<file path="config.mk">
export PLATFORM = sky130hd
export DESIGN_NAME = tick_limit_timer
export DESIGN_NICKNAME = d
export VERILOG_FILES = /design/src/rtl/tlt_pkg.sv /design/src/rtl/tlt_tick_gen.sv /design/src/rtl/tlt_ctrl.sv /design/src/rtl/tlt_count_core.sv /design/src/rtl/tick_limit_timer.sv
export SDC_FILE = /design/constraint.sdc
export NUM_CORES = 1
export LEC_CHECK = 0
export ABC_AREA = 1
export BUFFER_PORTS_ARGS = -buffer_cell sky130_fd_sc_hd__buf_2
export CAP_MARGIN = 10
export CORE_MARGIN = 5
export CORE_UTILIZATION = 54
export DETAILED_ROUTE_END_ITERATION = 10
export PLACE_DENSITY = 0.74
export SLEW_MARGIN = 20
export SYNTH_ARGS = -nofsm -noshare
export SYNTH_HDL_FRONTEND = slang
export SYNTH_SLANG_ARGS = --single-unit
</file>
<file path="constraint.sdc">
create_clock -name clk -period 2.42 [get_ports clk]
set_input_delay 0.121 -clock clk [delete_from_list [all_inputs] [get_ports clk]]
set_output_delay 0.121 -clock clk [all_outputs]
set_load 0.01 [all_outputs]
</file>
<file path="src/rtl/tlt_pkg.sv">
package tlt_pkg;
  // Register view: one count step sits at bit FRAC_W.
  localparam int FRAC_W = 9;
  localparam int LIM_W  = 31 - FRAC_W;   // limit field, in steps
  localparam int CNT_W  = 64 - FRAC_W;   // full count, in steps

  localparam logic [2:0] WD_LIM_RST  = 3'd0;
  localparam logic [2:0] WD_COUNT    = 3'd1;
  localparam logic [2:0] WD_LIM_KEEP = 3'd2;
  localparam logic [2:0] WD_RUNSTOP  = 3'd3;
  localparam logic [2:0] WD_MODE     = 3'd4;

  // Control events from the register side into the counting core.
  typedef struct packed {
    logic restart;   // count back to zero this edge
    logic irq_drop;  // lower interrupt this edge
    logic ack;       // system-mode read of the limit word
  } ctl_ev_t;
endpackage

</file>
<file path="src/rtl/tlt_tick_gen.sv">
module tlt_tick_gen #(
  parameter int TICK_DIV = 50
) (
  input  logic clk,
  input  logic rst,
  output logic tick
);
  localparam int PW = (TICK_DIV > 2) ? $clog2(TICK_DIV) : 1;
  localparam logic [PW-1:0] LAST = PW'(TICK_DIV - 1);

  logic [PW-1:0] pc_q;

  assign tick = (pc_q == LAST);

  always_ff @(posedge clk) begin
    if (rst)       pc_q <= '0;
    else if (tick) pc_q <= '0;
    else           pc_q <= pc_q + 1'b1;
  end
endmodule

</file>
<file path="src/rtl/tlt_ctrl.sv">
module tlt_ctrl
  import tlt_pkg::*;
#(
  parameter int ADDR_W  = 8,
  parameter int PER_CPU = 1
) (
  input  logic              clk,
  input  logic              rst,
  input  logic [ADDR_W-1:0] bus_addr,
  input  logic              bus_rd,
  input  logic              bus_wr,
  input  logic [31:0]       bus_wdata,
  output logic [2:0]        word,
  output ctl_ev_t           ev,
  output logic [LIM_W-1:0]  limit_q,
  output logic              user_q,
  output logic              stop_q
);
  logic             wr_lim_any;
  logic             wr_lim_rst;
  logic             wr_mode;
  logic             enter_user;
  logic [LIM_W-1:0] lim_in;

  assign word       = bus_addr[4:2];
  assign wr_lim_rst = bus_wr && (word == WD_LIM_RST);
  assign wr_lim_any = wr_lim_rst || (bus_wr && (word == WD_LIM_KEEP));
  assign wr_mode    = bus_wr && (word == WD_MODE);
  assign lim_in     = bus_wdata[30:FRAC_W];

  generate
    if (PER_CPU != 0) begin : g_cpu
      assign enter_user = wr_mode && bus_wdata[0];
      always_ff @(posedge clk) begin
        if (rst)          user_q <= 1'b0;
        else if (wr_mode) user_q <= bus_wdata[0];
      end
    end else begin : g_sys
      assign enter_user = 1'b0;
      assign user_q     = 1'b0;
    end
  endgenerate

  always_ff @(posedge clk) begin
    if (rst)             limit_q <= '1;
    else if (enter_user) limit_q <= '1;
    else if (wr_lim_any) limit_q <= (lim_in == '0) ? '1 : lim_in;
  end

  always_ff @(posedge clk) begin
    if (rst)
      stop_q <= 1'b1;
    else if (bus_wr && (word == WD_RUNSTOP) && user_q)
      stop_q <= bus_wdata[0];
  end

  always_comb begin
    ev.restart  = wr_lim_rst || wr_mode;
    ev.irq_drop = wr_lim_rst || enter_user;
    ev.ack      = bus_rd && (word == WD_LIM_RST) && !user_q;
  end

  logic unused_ctrl;
  assign unused_ctrl = ^{bus_addr[ADDR_W-1:5], bus_addr[1:0],
                         bus_wdata[31], bus_wdata[FRAC_W-1:1]};
endmodule

</file>
<file path="src/rtl/tlt_count_core.sv">
module tlt_count_core
  import tlt_pkg::*;
(
  input  logic             clk,
  input  logic             rst,
  input  logic             tick,
  input  logic             user_q,
  input  logic             stop_q,
  input  logic [LIM_W-1:0] limit_q,
  input  ctl_ev_t          ev,
  output logic [CNT_W-1:0] cnt_q,
  output logic             reached_q,
  output logic             irq_q
);
  logic [LIM_W-1:0] low;
  logic [LIM_W-1:0] inc;
  logic             at_lim;
  logic             hit;

  assign low    = cnt_q[LIM_W-1:0];
  assign inc    = low + 1'b1;
  assign at_lim = (low == limit_q);
  // Event on the tick that lands the count on the limit.
  assign hit    = tick && !user_q && !ev.restart && !at_lim && (inc == limit_q);

  always_ff @(posedge clk) begin
    if (rst)
      cnt_q <= '0;
    else if (ev.restart)
      cnt_q <= '0;
    else if (tick) begin
      if (user_q) begin
        if (!stop_q) cnt_q <= cnt_q + 1'b1;
      end else if (at_lim) begin
        cnt_q <= '0;
      end else begin
        cnt_q <= CNT_W'(inc);
      end
    end
  end

  always_ff @(posedge clk) begin
    if (rst)         reached_q <= 1'b0;
    else if (hit)    reached_q <= 1'b1;
    else if (ev.ack) reached_q <= 1'b0;
  end

  always_ff @(posedge clk) begin
    if (rst)                         irq_q <= 1'b0;
    else if (hit)                    irq_q <= 1'b1;
    else if (ev.ack || ev.irq_drop)  irq_q <= 1'b0;
  end
endmodule

</file>
<file path="src/rtl/tick_limit_timer.sv">
module tick_limit_timer
  import tlt_pkg::*;
#(
  parameter int TICK_DIV = 50,
  parameter int PER_CPU  = 1,
  parameter int ADDR_W   = 8
) (
  input  logic              clk,
  input  logic              rst,
  input  logic [ADDR_W-1:0] bus_addr,
  input  logic              bus_rd,
  input  logic              bus_wr,
  input  logic [31:0]       bus_wdata,
  output logic [31:0]       bus_rdata,
  output logic              irq
);
  logic             tick;
  logic [2:0]       word;
  ctl_ev_t          ev;
  logic [LIM_W-1:0] limit_q;
  logic             user_q;
  logic             stop_q;
  logic [CNT_W-1:0] cnt_q;
  logic             reached_q;
  logic [63:0]      full;
  logic [31:0]      rd_next;

  tlt_tick_gen #(.TICK_DIV(TICK_DIV)) u_tick (
    .clk (clk),
    .rst (rst),
    .tick(tick)
  );

  tlt_ctrl #(.ADDR_W(ADDR_W), .PER_CPU(PER_CPU)) u_ctrl (
    .clk      (clk),
    .rst      (rst),
    .bus_addr (bus_addr),
    .bus_rd   (bus_rd),
    .bus_wr   (bus_wr),
    .bus_wdata(bus_wdata),
    .word     (word),
    .ev       (ev),
    .limit_q  (limit_q),
    .user_q   (user_q),
    .stop_q   (stop_q)
  );

  tlt_count_core u_core (
    .clk      (clk),
    .rst      (rst),
    .tick     (tick),
    .user_q   (user_q),
    .stop_q   (stop_q),
    .limit_q  (limit_q),
    .ev       (ev),
    .cnt_q    (cnt_q),
    .reached_q(reached_q),
    .irq_q    (irq)
  );

  assign full = {cnt_q, {FRAC_W{1'b0}}};

  always_comb begin
    unique case (word)
      WD_LIM_RST: rd_next = user_q ? {1'b0, full[62:32]}
                                   : {1'b0, limit_q, {FRAC_W{1'b0}}};
      WD_COUNT:   rd_next = user_q ? full[31:0] : {reached_q, full[30:0]};
      WD_RUNSTOP: rd_next = {31'b0, stop_q};
      WD_MODE:    rd_next = {31'b0, user_q};
      default:    rd_next = '0;
    endcase
  end

  always_ff @(posedge clk) begin
    if (rst)         bus_rdata <= '0;
    else if (bus_rd) bus_rdata <= rd_next;
  end

  logic unused_top;
  assign unused_top = full[63];
endmodule

</file>
==> results.yml <==
power_and_ir_drop:
  leakage_nw: 3.44
  ir_drop_v: 0.000370
  power_density_nw_per_um2: 574
  p_total_mw: 4.73
job:
  drv_cap: 0
clocking:
  cts_buffer_depth: 2
  cts-root-buf: "clkbuf_16"
  clk_latency_ns: 0.42
  cts_tree: "built"
  clkTransAtPathRegs_ns: 0.05
  cts_sinks: 118
  cts_max_level: 4
  cts-resized-gates: 0
  numCtsBuffers: 17
synthesis:
  synthSimpleGateAreaFrac_pct: 39.2
  synth.area.mux_share_pct: 0
  synth_edf_count: 0
  synth.area.top_cells: "dfxtp_1 (34%), nand2_1 (16%), nor2_1 (7.3%), inv_1 (5.3%), a21oi_1 (5.1%)"
  syn_area_sq_um: 6930
  ys_async_sr_fraction_pct: 0
  synth_adder_area_share_pct: 0.542
  synth-compound-area-share_pct: 13.5
  yosysTopAreaCell: "dfxtp_1"
  ys.flop_type: "dfxtp_1"
  netlist_instances: 1064
  synth_warnings: 0
  synth_top_family_by_area: "simple AND/OR/NAND/NOR gates"
  yosysSeqAreaShare_pct: 34.1
  yosys.area.top_type_share_pct: 34.1
  syn_avg_cell_area_sq_um: 6.51
  synth-xor-area-share_pct: 4.17
  synth_cell_types: 48
  syn_nets: 1111
  yosys_register_bits: 118
routing:
  vias: 7456
  wl_per_cell_microns: 16.9
  dr.pass1.iters: 6
  via_per_inst: 5.59
  first_iter_violations: 714
  antenna_left: 0
  postRouteWirelength_microns: 22600
  drc: 0
cells_and_area:
  nNetsFinal: 1197
  antenna_cells: 0
  fin_area_sq_um: 8240
  drive_gt1_share_pct: 14.3
  register_area_sq_um: 2360
  fillerInstances: 1189
  area_delta_synth_final_pct: 18.9
  multi_input_area_sq_um: 3990
grt:
  grtUsageTotal_pct: 30.7
  grt_pass1_wl_microns: 35600
  antenna_found_initial: 0
  grt_pass1_vias: 6813
  grt_overflow: 0
  grt_max_degree: 34
setup_path:
  r2r-end: "u_core.cnt_q[46]"
  worstPathCellList: "ha_1, nand3_2, nor2_2, inv_2, nor2_2, nand2_1, nor3_4, nand2_1, nor2_1, nand2_1, nand2_1, nor2_1"
  crit_arrival_ns: 2.51
  path_common_cell: "nand2_1"
  crit_path_start: "u_core.cnt_q[1]"
  worstSetupPathType: "register to register"
  start_kind: "register"
  slowest_delay_ns: 0.42
  cp-end-kind: "register"
  slowest_stage: "dfxtp_1"
  r2r_cells: 12
  worstReg2RegStart: "u_core.cnt_q[1]"
  critPathMaxFanout: 7
  cp_data_required_time_ns: 2.73
  regToRegSetupSlack_ns: 0.22
  critPathCapture: "u_core.cnt_q[46]"
timing:
  tns_ns: 0
  period_share_pct: 90.8
  period_needed_ns: 2.20
  rsz0062_at_grt: "false"
  slew_headroom_pct: 54.8
  maxSlewViolCount: 0
  max_freq_ghz: 0.455
  holdWs_ns: 0.0184
  finalSetupViolations: 0
  worst_pin_slew_ns: 0.677
  fin_skew_ns: 0.00697
  finalHoldViolations: 0
place:
  dpl_cell_area_sq_um: 7440
  dp_hpwl_microns: 16800
  place_congestion: 1.03
  port_buffers: 62
status:
  status: "complete, no violations"
min_path:
  min_path_type: "primary input to register"
floorplan:
  initial_core_util_pct: 54.9
  die_h_microns: 123
  die_w_microns: 123
  die-area_sq_um: 15200
  io_pins: 77
  core-area_sq_um: 12600
  rows: 41
-- per-layer routing --
metal / global-route usage [%] / vias to the layer above / part of all wire, %
met5: 0 / - / 0
met4: 13.8 / 0 / 3.5
met2: 48.2 / 352 / 45
met3: 5.90 / 50 / 8.6
li1: - / 3656 / -
met1: 40.8 / 3398 / 43
-- worst max-delay path, delay by kind of cell (launching register included) --
family	cells	cell delay, ns
and+or+nand+nor	10	1.36
DFF	1	0.42
adders and majority gates	1	0.25
buffers and inverters	1	0.05
-- registers in the layout, summed over array words and instances, names as in the netlist --
register          count
bus_rdata            32
u_core.irq_q          1
u_ctrl.limit_q       22
u_core.reached_q      1
u_core.cnt_q         54
u_ctrl.stop_q         1
u_tick.pc_q           6
u_ctrl.user_q         1
-- final cells by class --
cell class | instances | area share, %
Multi-Input combinational cell | 797 | 48.4
Sequential cell | 118 | 28.7
Timing Repair Buffer | 106 | 8.47
Clock buffer | 22 | 5.63
Inverter | 110 | 5.01
Tap cell | 172 | 2.61
Clock inverter | 9 | 1.25
-- power breakdown --
group | total [mW] | internal [mW] | switching, mW
Clock | 2.44 | 1.55 | 0.886
Sequential | 2.00 | 1.97 | 0.0277
Combinational | 0.296 | 0.113 | 0.184
-- cell families after synthesis --
family | count (synthesis)
buf+inv | 149
fa+ha+maj | 3
compound gates | 170
simple gates | 591
flops | 118
xor+xnor | 33
-- worst min path at each step --
stage | from | to | cells past startpoint
5_1_grt | bus_wr | u_ctrl.stop_q | 3
3_3_place_gp | bus_wdata[28] | u_ctrl.limit_q[19] | 3
4_1_cts | bus_wr | u_ctrl.stop_q | 3
6_report | bus_wr | u_ctrl.stop_q | 3
3_5_place_dp | bus_wdata[28] | u_ctrl.limit_q[19] | 3
2_1_floorplan | bus_wdata[9] | u_ctrl.limit_q[0] | 2
-- cells in the mapped netlist, types with 6 or more instances --
| master | count |
|---|---|
| inv_2 | 10 |
| nand2_1 | 302 |
| nor3_1 | 28 |
| a21oi_1 | 71 |
| o22ai_1 | 35 |
| nand4_1 | 26 |
| nand2_2 | 6 |
| o21ai_0 | 42 |
| clkbuf_1 | 24 |
| inv_1 | 97 |
| dfxtp_1 | 118 |
| o21ai_1 | 10 |
| xor2_1 | 24 |
| buf_2 | 7 |
| nor2_1 | 134 |
| nor2_2 | 6 |
| xnor2_1 | 9 |
| nand3_1 | 44 |
-- per-stage QoR --
step                util, %  setup slack, ns  cells
global placement       59.0            0.332   1280
finish                 65.3            0.224   1334
floorplan                 -            0.703   1064
global route           65.3           0.0722   1334
CTS                    65.3            0.276   1334
detailed placement     59.0            0.292   1280
-- repair_timing --
action	in CTS	in global routing
hold buffers	23	0
hold endpoints to repair	24	0
setup buffers	0	0
-- cells in the final DEF, fill, tap and decap left out, types with 4 or more instances in the layout --
cell type,synthesis,final
nand3b_1,5,5
xor2_1,24,24
nor2_4,4,4
o21ai_0,42,42
dlygate4sd3_1,0,23
nor2_2,6,6
o21ai_1,10,10
inv_2,10,10
nand2_2,6,6
nand2_4,4,4
nor2_1,134,134
xnor2_1,9,9
nor3_2,5,6
nand2_1,302,302
nor3_4,4,4
clkinv_2,0,4
inv_1,97,97
buf_2,7,62
a21oi_1,71,71
nor3_1,28,27
nand4_1,26,26
buf_4,3,21
o22ai_1,35,35
nor4_1,5,5
dfxtp_1,118,118
nor3b_1,4,4
clkbuf_16,0,17
nand3_1,44,44
Power figures use the tool's default switching activity.
